**config.mk**
```make
export PLATFORM = sky130hd
export DESIGN_NAME = dcr_regfile
export DESIGN_NICKNAME = d
export VERILOG_FILES = /design/src/rtl/dcr_pkg.sv /design/src/rtl/dcr_addr_dec.sv /design/src/rtl/dcr_cfg_regs.sv /design/src/rtl/dcr_status_irq.sv /design/src/rtl/dcr_readback.sv /design/src/rtl/dcr_regfile.sv
export SDC_FILE = /design/constraint.sdc
export NUM_CORES = 1
export LEC_CHECK = 0
export ABC_AREA = 1
export BUFFER_PORTS_ARGS = -buffer_cell sky130_fd_sc_hd__buf_2
export CAP_MARGIN = 20
export CORE_ASPECT_RATIO = 1.75
export CORE_UTILIZATION = 25
export CTS_CLUSTER_DIAMETER = 200
export CTS_CLUSTER_SIZE = 25
export DETAILED_ROUTE_END_ITERATION = 8
export MAX_ROUTING_LAYER = met4
export PLACE_DENSITY_LB_ADDON = 0.05
export SYNTH_ARGS = -nofsm -noshare
export SYNTH_HDL_FRONTEND = slang
export SYNTH_SLANG_ARGS = --single-unit
```
**constraint.sdc**
```tcl
create_clock -name clk -period 1.6 [get_ports clk]
set_input_delay 0.32 -clock clk [delete_from_list [all_inputs] [get_ports clk]]
set_output_delay 0.32 -clock clk [all_outputs]
set_load 0.05 [all_outputs]
```
**src/rtl/dcr_pkg.sv**
```systemverilog
package dcr_pkg;

   localparam int unsigned REG_W    = 32;
   localparam int unsigned DIM_W    = 10;
   localparam int unsigned NUM_REGS = 6;

   typedef enum logic [2:0] {
      IDX_CTRL = 3'd0,
      IDX_TIM0 = 3'd1,
      IDX_TIM1 = 3'd2,
      IDX_TIM2 = 3'd3,
      IDX_STAT = 3'd4,
      IDX_SUBP = 3'd5
   } reg_idx_e;

   // control field positions
   localparam int unsigned CTL_EN_BIT     = 0;
   localparam int unsigned CTL_MONO_BIT   = 1;
   localparam int unsigned CTL_MASK_LO    = 3;
   localparam int unsigned CTL_PANEL_BIT  = 7;
   localparam int unsigned CTL_LOAD_LO    = 20;
   localparam int unsigned CTL_MIRROR_BIT = 23;

   // status flag positions
   localparam int unsigned ST_FRAME_BIT = 0;
   localparam int unsigned ST_SYNC_BIT  = 2;
   localparam int unsigned ST_PAL_BIT   = 6;

   localparam logic [REG_W-1:0] CTRL_KEEP_MASK  = 32'h01CF_F300;
   localparam logic [REG_W-1:0] CTRL_READ_ONES  = 32'hFE00_0C34;
   localparam logic [REG_W-1:0] SUBP_WRITE_MASK = 32'hA1FF_FFFF;

   // forced-one patterns of the three timing words, by index
   localparam logic [3*REG_W-1:0] TIM_READ_ONES =
      {32'hFC00_0000, 32'h0000_0000, 32'h0000_000F};

   typedef struct packed {
      logic             enable;
      logic             mono;
      logic [1:0]       irq_mask;
      logic             panel;
      logic [1:0]       load_mode;
      logic [REG_W-1:0] keep;
   } ctrl_t;

endpackage

```
**src/rtl/dcr_addr_dec.sv**
```systemverilog
module dcr_addr_dec #(
   parameter int unsigned ADDR_W = 8,
   parameter int unsigned N_REGS = 6
) (
   input  logic [ADDR_W-1:0] addr,
   output logic [N_REGS-1:0] sel
);
   localparam int unsigned MAX_OFS = (N_REGS - 1) * 4;

   if (MAX_OFS >= (1 << ADDR_W)) begin : g_bad_addr_w
      $error("dcr_addr_dec: ADDR_W too narrow for the register count");
   end

   for (genvar i = 0; i < N_REGS; i++) begin : g_sel
      localparam logic [ADDR_W-1:0] OFS = ADDR_W'(i * 4);
      assign sel[i] = (addr == OFS);
   end
endmodule

```
**src/rtl/dcr_cfg_regs.sv**
```systemverilog
module dcr_cfg_regs
   import dcr_pkg::*;
(
   input  logic             clk,
   input  logic             rst_n,
   input  logic             wr,
   input  logic [REG_W-1:0] wdata,
   input  logic             sel_ctrl,
   input  logic [2:0]       sel_tim,
   input  logic             sel_subp,
   output ctrl_t            ctrl_q,
   output logic [REG_W-1:0] tim_q [3],
   output logic [REG_W-1:0] subp_q
);

   always_ff @(posedge clk or negedge rst_n) begin
      if (!rst_n) begin
         ctrl_q <= '0;
      end else if (wr && sel_ctrl) begin
         ctrl_q.enable    <= wdata[CTL_EN_BIT];
         ctrl_q.mono      <= wdata[CTL_MONO_BIT];
         ctrl_q.irq_mask  <= wdata[CTL_MASK_LO +: 2];
         ctrl_q.panel     <= wdata[CTL_PANEL_BIT];
         ctrl_q.load_mode <= wdata[CTL_LOAD_LO +: 2];
         ctrl_q.keep      <= wdata & CTRL_KEEP_MASK;
      end
   end

   for (genvar k = 0; k < 3; k++) begin : g_tim
      always_ff @(posedge clk or negedge rst_n) begin
         if (!rst_n) begin
            tim_q[k] <= '0;
         end else if (wr && sel_tim[k]) begin
            tim_q[k] <= wdata;
         end
      end
   end

   always_ff @(posedge clk or negedge rst_n) begin
      if (!rst_n) begin
         subp_q <= '0;
      end else if (wr && sel_subp) begin
         subp_q <= wdata & SUBP_WRITE_MASK;
      end
   end
endmodule

```
**src/rtl/dcr_status_irq.sv**
```systemverilog
module dcr_status_irq
   import dcr_pkg::*;
(
   input  logic             clk,
   input  logic             rst_n,
   input  logic             set_frame,
   input  logic             set_sync,
   input  logic             set_pal,
   input  logic             clr_en,
   input  logic [REG_W-1:0] clr_bits,
   input  logic [1:0]       irq_mask,
   output logic [REG_W-1:0] status_word,
   output logic             irq
);
   localparam int unsigned NF = 3;
   localparam int unsigned FLAG_POS [NF] = '{ST_FRAME_BIT, ST_SYNC_BIT, ST_PAL_BIT};

   logic [NF-1:0] set_vec;
   logic [NF-1:0] flag_q;

   assign set_vec = {set_pal, set_sync, set_frame};

   for (genvar f = 0; f < NF; f++) begin : g_flag
      logic clr_this;
      assign clr_this = clr_en && clr_bits[FLAG_POS[f]];
      always_ff @(posedge clk or negedge rst_n) begin
         if (!rst_n) begin
            flag_q[f] <= 1'b0;
         end else if (set_vec[f]) begin
            flag_q[f] <= 1'b1;
         end else if (clr_this) begin
            flag_q[f] <= 1'b0;
         end
      end
   end

   always_comb begin
      status_word               = '0;
      status_word[ST_FRAME_BIT] = flag_q[0];
      status_word[ST_SYNC_BIT]  = flag_q[1];
      status_word[ST_PAL_BIT]   = flag_q[2];
   end

   assign irq = (flag_q[0] && irq_mask[0]) ||
                (flag_q[2] && irq_mask[1]) ||
                flag_q[1];
endmodule

```
**src/rtl/dcr_readback.sv**
```systemverilog
module dcr_readback
   import dcr_pkg::*;
#(
   parameter int unsigned N_REGS     = 6,
   parameter bit          RDATA_FLOP = 1'b1
) (
   input  logic             clk,
   input  logic             rst_n,
   input  logic             rd,
   input  logic [N_REGS-1:0] sel,
   input  logic [REG_W-1:0] words [N_REGS],
   output logic [REG_W-1:0] rdata
);
   logic [REG_W-1:0] mux_w;

   always_comb begin
      mux_w = '0;
      for (int i = 0; i < N_REGS; i++) begin
         if (sel[i]) mux_w = mux_w | words[i];
      end
   end

   if (RDATA_FLOP) begin : g_flop
      always_ff @(posedge clk or negedge rst_n) begin
         if (!rst_n) begin
            rdata <= '0;
         end else if (rd) begin
            rdata <= mux_w;
         end
      end
   end else begin : g_comb
      logic unused_clk;
      assign unused_clk = clk ^ rst_n ^ rd;
      assign rdata = mux_w;
   end
endmodule

```
**src/rtl/dcr_regfile.sv**
```systemverilog
module dcr_regfile
   import dcr_pkg::*;
#(
   parameter int unsigned ADDR_W     = 8,
   parameter bit          RDATA_FLOP = 1'b1
) (
   input  logic              clk,
   input  logic              rst_n,
   input  logic              bus_wr,
   input  logic              bus_rd,
   input  logic [ADDR_W-1:0] bus_addr,
   input  logic [31:0]       bus_wdata,
   output logic [31:0]       bus_rdata,
   input  logic              set_frame_done,
   input  logic              set_sync_err,
   input  logic              set_palette_done,
   output logic              irq,
   output logic              ctl_enable,
   output logic              ctl_mono,
   output logic              ctl_panel_type,
   output logic [1:0]        ctl_load_mode,
   output logic [DIM_W:0]    ctl_width,
   output logic [DIM_W:0]    ctl_height,
   output logic [31:0]       ctl_subpanel
);
   if (REG_W != 32) begin : g_bad_reg_w
      $error("dcr_regfile: register width must be 32");
   end
   if (ADDR_W < 5) begin : g_bad_addr
      $error("dcr_regfile: ADDR_W must cover offset 0x14");
   end

   logic [NUM_REGS-1:0] sel;
   ctrl_t               ctrl_q;
   logic [REG_W-1:0]    tim_q [3];
   logic [REG_W-1:0]    subp_q;
   logic [REG_W-1:0]    status_word;
   logic [REG_W-1:0]    words [NUM_REGS];
   logic [REG_W-1:0]    ctrl_rd;

   dcr_addr_dec #(.ADDR_W(ADDR_W), .N_REGS(NUM_REGS)) u_dec (
      .addr (bus_addr),
      .sel  (sel)
   );

   dcr_cfg_regs u_cfg (
      .clk      (clk),
      .rst_n    (rst_n),
      .wr       (bus_wr),
      .wdata    (bus_wdata),
      .sel_ctrl (sel[IDX_CTRL]),
      .sel_tim  (sel[IDX_TIM2:IDX_TIM0]),
      .sel_subp (sel[IDX_SUBP]),
      .ctrl_q   (ctrl_q),
      .tim_q    (tim_q),
      .subp_q   (subp_q)
   );

   dcr_status_irq u_stat (
      .clk         (clk),
      .rst_n       (rst_n),
      .set_frame   (set_frame_done),
      .set_sync    (set_sync_err),
      .set_pal     (set_palette_done),
      .clr_en      (bus_wr && sel[IDX_STAT]),
      .clr_bits    (bus_wdata),
      .irq_mask    (ctrl_q.irq_mask),
      .status_word (status_word),
      .irq         (irq)
   );

   always_comb begin
      ctrl_rd = ctrl_q.keep | CTRL_READ_ONES;
      ctrl_rd[CTL_EN_BIT]        = ctrl_rd[CTL_EN_BIT]   | ctrl_q.enable;
      ctrl_rd[CTL_MONO_BIT]      = ctrl_rd[CTL_MONO_BIT] | ctrl_q.mono;
      ctrl_rd[CTL_MASK_LO +: 2]  = ctrl_rd[CTL_MASK_LO +: 2] | ctrl_q.irq_mask;
      ctrl_rd[CTL_PANEL_BIT]     = ctrl_rd[CTL_PANEL_BIT]  | ctrl_q.panel;
      ctrl_rd[CTL_MIRROR_BIT]    = ctrl_rd[CTL_MIRROR_BIT] | ctrl_q.panel;
      ctrl_rd[CTL_LOAD_LO +: 2]  = ctrl_rd[CTL_LOAD_LO +: 2] | ctrl_q.load_mode;
   end

   assign words[IDX_CTRL] = ctrl_rd;
   for (genvar k = 0; k < 3; k++) begin : g_tim_rd
      assign words[IDX_TIM0 + k] = tim_q[k] | TIM_READ_ONES[k*REG_W +: REG_W];
   end
   assign words[IDX_STAT] = status_word;
   assign words[IDX_SUBP] = subp_q;

   dcr_readback #(.N_REGS(NUM_REGS), .RDATA_FLOP(RDATA_FLOP)) u_rb (
      .clk   (clk),
      .rst_n (rst_n),
      .rd    (bus_rd),
      .sel   (sel),
      .words (words),
      .rdata (bus_rdata)
   );

   assign ctl_enable     = ctrl_q.enable;
   assign ctl_mono       = ctrl_q.mono;
   assign ctl_panel_type = ctrl_q.panel;
   assign ctl_load_mode  = ctrl_q.load_mode;
   assign ctl_width      = {1'b0, tim_q[0][DIM_W-1:0]} + 1'b1;
   assign ctl_height     = {1'b0, tim_q[1][DIM_W-1:0]} + 1'b1;
   assign ctl_subpanel   = subp_q;
endmodule

```
**Word level (Yosys, flattened, before mapping)**

Index checks and enable logic that the tools add are counted.

- Register bits: 172
- Word-level logic and storage cells: 56

- Bitwise logic cells: 6
- Equal/unequal tests: 5
- Reduce and logical (&&, ||, !) cells: 17
- Mux-type cells: 12
- $add $sub $neg: 2

Operators by type and width:

| cell | number |
|---|---|
| $mux W32 | 6 |
| $or A32 B32 Y32 | 4 |
| $or A32 B7 Y32 | 1 |
| $add A10 B1 Y11 const B | 2 |
| $eq A8 B4 Y1 const B | 2 |
| $eq A8 B5 Y1 const B | 2 |
| $logic_and A1 B1 Y1 | 11 |
| $eq A8 B3 Y1 const B | 1 |
| $logic_not A8 Y1 | 1 |
| $mux W1 | 6 |
| $reduce_bool A2 Y1 | 3 |
| $logic_or A1 B1 Y1 | 2 |
| $or A1 B1 Y1 | 1 |

**Logic depth before layout (Yosys ltp)**

- Word-level depth: 12
- Gate-level depth with buffers: 8
- Depth with buffers taken out: 7

**Cells and area by module**

From an unflattened synthesis, not the netlist that was laid out.

- Cell total of the unflattened synthesis: 1295
- Area total of the unflattened synthesis: 9362.7 µm²

Modules (own cells, without submodules):

| module | sequential area each (µm²) | times used | cells each | area an instance (µm²) |
|---|---|---|---|---|
| dcr_cfg_regs | 3578.4 | 1 | 648 | 5800.6 |
| dcr_readback | 800.8 | 1 | 474 | 2607.5 |
| dcr_regfile | 0.0 | 1 | 100 | 499.2 |
| dcr_status_irq | 75.1 | 1 | 49 | 357.8 |
| dcr_addr_dec | 0.0 | 1 | 24 | 97.6 |

**Least setup slack after synthesis**

OpenSTA, ideal clock, no wires.

- Kind: register to output
- From: reg u_cfg.tim_q[64] in the netlist's numbering
- To: out ctl_width[10]
- Stages on the path, launching flop included: 6
- Path buffers: 0
- Required time: 1280 ps
- Arrival: 2107 ps
- Slack: -827 ps
- Cell sequence: dfrtp_1 > ha_1 > nand3_1 > nor3b_1 > nand2_1 > nor3_1

- Longest elaborated chain between the ends: 1

RTL lines:

| what | line | text |
|---|---|---|
| start, declared | dcr_cfg_regs.sv:12 | `output logic [REG_W-1:0] tim_q [3],` |
| start signal, assigned by index | dcr_cfg_regs.sv:34 | `tim_q[k] <= wdata;` |
| $add A10 B1 Y11 | dcr_regfile.sv:102 | `assign ctl_width = {1'b0, tim_q[0][DIM_W-1:0]} + 1'b1;` |
| end, declared | dcr_regfile.sv:22 | `output logic [DIM_W:0] ctl_width,` |

No other way between the ends.

**Final worst setup path**

- From: reg u_cfg.tim_q[65] in the netlist's numbering
- To: out ctl_width[8]

Same word-level chain as after synthesis.

==> flow_summary.yaml <==
hold_path:
  worstHoldPathCells: 3
  hold_end: "u_stat.status_word[6]$_DFFE_PN0P_"
  worstHoldPathType: "in -> reg"
  min_from: "set_palette_done"
job:
  max-cap-violations: 0
yosys:
  synth_seq_cells: 172
  synth.top_cells.by_count: "262 x nand2_1, 172 x dfrtp_1, 111 x o21ai_1"
  yosysTopAreaCellShare_pct: 53.4
  synth_edf_count: 0
  synth.largest_area_cell: "dfrtp_1"
  yosysWarnings: 0
  synth_flop_cell: "dfrtp_1"
  ys_seq_area_share_pct: 53.4
  postSynthCellCount: 951
  synth_most_common_cell: "nand2_1"
  avgSynthCellArea_sq_um: 8.47
  synth_area_leaders: "dfrtp_1 53%, nand2_1 12%, o21ai_1 6.9%"
  asyncSetResetFlopFracSynth_pct: 100
  yosysUniqueCellTypes: 31
  synth_area_sq_um: 8060
worst_setup_path:
  r2r-start: "u_cfg.ctrl_q[34]$_DFFE_PN0P_"
  required_ns: 1.28
  r2r-end: "u_rb.rdata[23]$_DFFE_PN0P_"
  worst_path_max_delay_cell: "dfrtp_1"
  r2r_cells: 5
  critical_path.max_stage_delay_ns: 0.41
  startpoint_type: "register"
  crit_arrival_ns: 1.86
  setup.worst_path.end_class: "output port"
  path_class: "reg -> out"
  crit_chain: "ha_4 -> nand3_4 -> nor3b_4 -> nand2_2 -> xor2_4 -> buf_8"
  path_max_fanout: 2
  ff2ff_setup_slack_ns: 0.43
pwr:
  internal_power_mw: 7.28
  powerDensity_nw_per_um2: 941
  swShare_pct: 28.8
  p_seq_share_pct: 46.1
  total_leakage_power_nw: 5.43
  p_clk_share_pct: 39.7
  power_frac_comb_pct: 14.2
  p_switching_mw: 2.95
  ir_worst_vdd_v: 0.000740
placed_design:
  dp_hpwl_mm: 18.9
  place_congestion: 0.732
  pre_cts_ws_ns: -0.334
  portBuffers: 133
  dp.cells: 1508
global_route:
  grt.busiest_layer: "met2"
  grt_pass1_vias: 7003
  grt_pass1_wl_mm: 41.9
  grt_max_degree: 45
  antenna_found_initial: 0
  grt.total_usage_pct: 18.1
  met3_usage_pct: 3.28
  use_met1_pct: 21.3
  gr-usage-met2_pct: 31.1
  overflow: 0
floorplanning:
  start_util_pct: 25.5
  core_area_sq_um: 31600
  ios: 139
  design.die.area_sq_um: 33000
  die_h_um: 239
  row_count: 86
  fp.dieW_um: 138
route:
  wl_per_cell_um: 17.4
  first_pass_iters: 4
  viasPerCell: 4.39
  drcViolationCount: 0
  vias: 6789
  routed_wl_mm: 26.9
  drtIter0Drc: 362
  ant_nets: 0
timing:
  final-hold-violation-count: 0
  fmax_mhz: 459
  period_share_pct: 136
  timing.setup.tns_ns: -7.63
  period_minus_slack_ns: 2.18
  postLayoutSetupSlackWorst_ns: -0.576
  fin_skew_ns: 0.00624
  holdWs_ns: 0.0943
  setup_violations: 22
  rsz0062_at_grt: "yes"
  slew_viol_final: 0
clock_network:
  clock_path_buffers: 2
  cts_root_buffer: "clkbuf_16"
  insertion_delay_ns: 0.45
  cts.sink_count: 172
  cts_tree: "done"
  numCtsBuffers: 17
  cts_htree_levels: 4
  clkTransAtPathRegs_ns: 0.07
final_layout:
  layout.nets: 1188
  diodes: 0
  final_layout_size_suffix_gt1_share_pct: 28.2
  num-fill-cells: 3387
  area.growth.synth_to_final_pct: 35.0
  instances_no_fill: 1546
status:
  status: "complete, but fails checks"
  violations: "negative setup slack"
## cell families (layout without fill, tap and decap cells)
logic type               Yosys count  in the layout  share of synthesized area (%)
AO/OA/AOI/OAI                    170            170                           11.4
XOR/XNOR                          16             16                           1.74
adder cells (fa/ha/maj)            2              2                          0.311
buffers and inverters            124            319                           8.11
flip-flops                       172            172                           53.4
other                              1              5                         0.0466
AND/OR/NAND/NOR                  466            466                           24.9
## metrics by stage
stage                     power, mW  area [sq um]  utilization (%)
final                          10.2         10900             34.4
after global routing           10.7         10900             34.4
after CTS                      10.4         10800             34.1
after detailed placement       6.20          9950             31.5
after global placement         6.19          9950             31.5
after floorplan                5.65          8310                -
## critical path: cells and delay by family, from the launching register on
family	cells	cell delay [ns]
DFF	1	0.41
adders and majority gates	1	0.17
buffers and inverters	1	0.15
and+or+nand+nor	3	0.50
xor gates and xnor gates	1	0.17
## worst max-delay path by stage
| stage | slack (ns) | endpoint | start | depth (start not counted) |
|---|---|---|---|---|
| 2_1_floorplan | -0.29 | ctl_width[10] | u_cfg.tim_q[64]$_DFFE_PN0P_ | 5 |
| 3_3_place_gp | -0.33 | ctl_width[10] | u_cfg.tim_q[64]$_DFFE_PN0P_ | 6 |
| 3_5_place_dp | -0.33 | ctl_width[10] | u_cfg.tim_q[65]$_DFFE_PN0P_ | 6 |
| 4_1_cts | -0.63 | ctl_width[8] | u_cfg.tim_q[64]$_DFFE_PN0P_ | 6 |
| 5_1_grt | -0.69 | ctl_height[9] | u_cfg.tim_q[33]$_DFFE_PN0P_ | 6 |
| 6_report | -0.58 | ctl_width[8] | u_cfg.tim_q[65]$_DFFE_PN0P_ | 6 |
## routing by layer
metal  wire [um]  up-vias
li1            -     3415
met1       11500     3228
met2       14100      123
met3         822       23
met4         450        0
met5           0        -
## power groups by stage
stage / clock (mW) / sequential (mW) / combinational (mW)
5_1_grt: 4.37 / 4.74 / 1.58
3_5_place_dp: 0 / 4.79 / 1.41
6_report: 4.07 / 4.71 / 1.45
3_3_place_gp: 0 / 4.79 / 1.40
4_1_cts: 4.21 / 4.72 / 1.47
2_1_floorplan: 0 / 5.10 / 0.549
## registers in the layout (all words and copies together) (netlist names)
name / cells
u_cfg.ctrl_q: 20
u_cfg.subp_q: 27
u_cfg.tim_q: 90
u_rb.rdata: 32
u_stat.status_word: 3
## cell type report
| class | instances | area (sq um) | share of cell area [%] |
|---|---|---|---|
| Clock buffer | 23 | 488 | 4.49 |
| Clock inverter | 7 | 65.1 | 0.598 |
| Inverter | 66 | 253 | 2.32 |
| Multi-Input combinational cell | 659 | 3470 | 31.9 |
| Sequential cell | 172 | 4310 | 39.6 |
| Tap cell | 396 | 495 | 4.56 |
| Timing Repair Buffer | 223 | 1800 | 16.5 |
## what timing repair did
action	CTS	global route
pin swaps	10	7
hold endpoints to repair	20	0
setup endpoints to repair	24	23
hold buffers	1	0
gates resized for setup	62	16
buffers inserted	5	4
## layout by cell type, fill, tap and decap left out, types with 5 or more instances in the layout
cell,synthesis,routed
buf_6,12,25
nand3_4,1,5
o21ai_2,17,17
conb_1,1,5
nand2_1,262,260
xor2_4,0,6
nor2_4,9,11
xor2_2,0,7
o21ai_1,111,111
buf_4,17,62
clkbuf_16,0,17
dfrtp_1,172,170
nor2_1,84,82
buf_2,25,109
o21ai_0,13,13
nand2_2,3,5
inv_1,63,62
a21oi_1,28,28
nand3_1,92,87
buf_8,0,5
buf_12,0,21
Note: power is estimated with default switching activity, not from simulation.
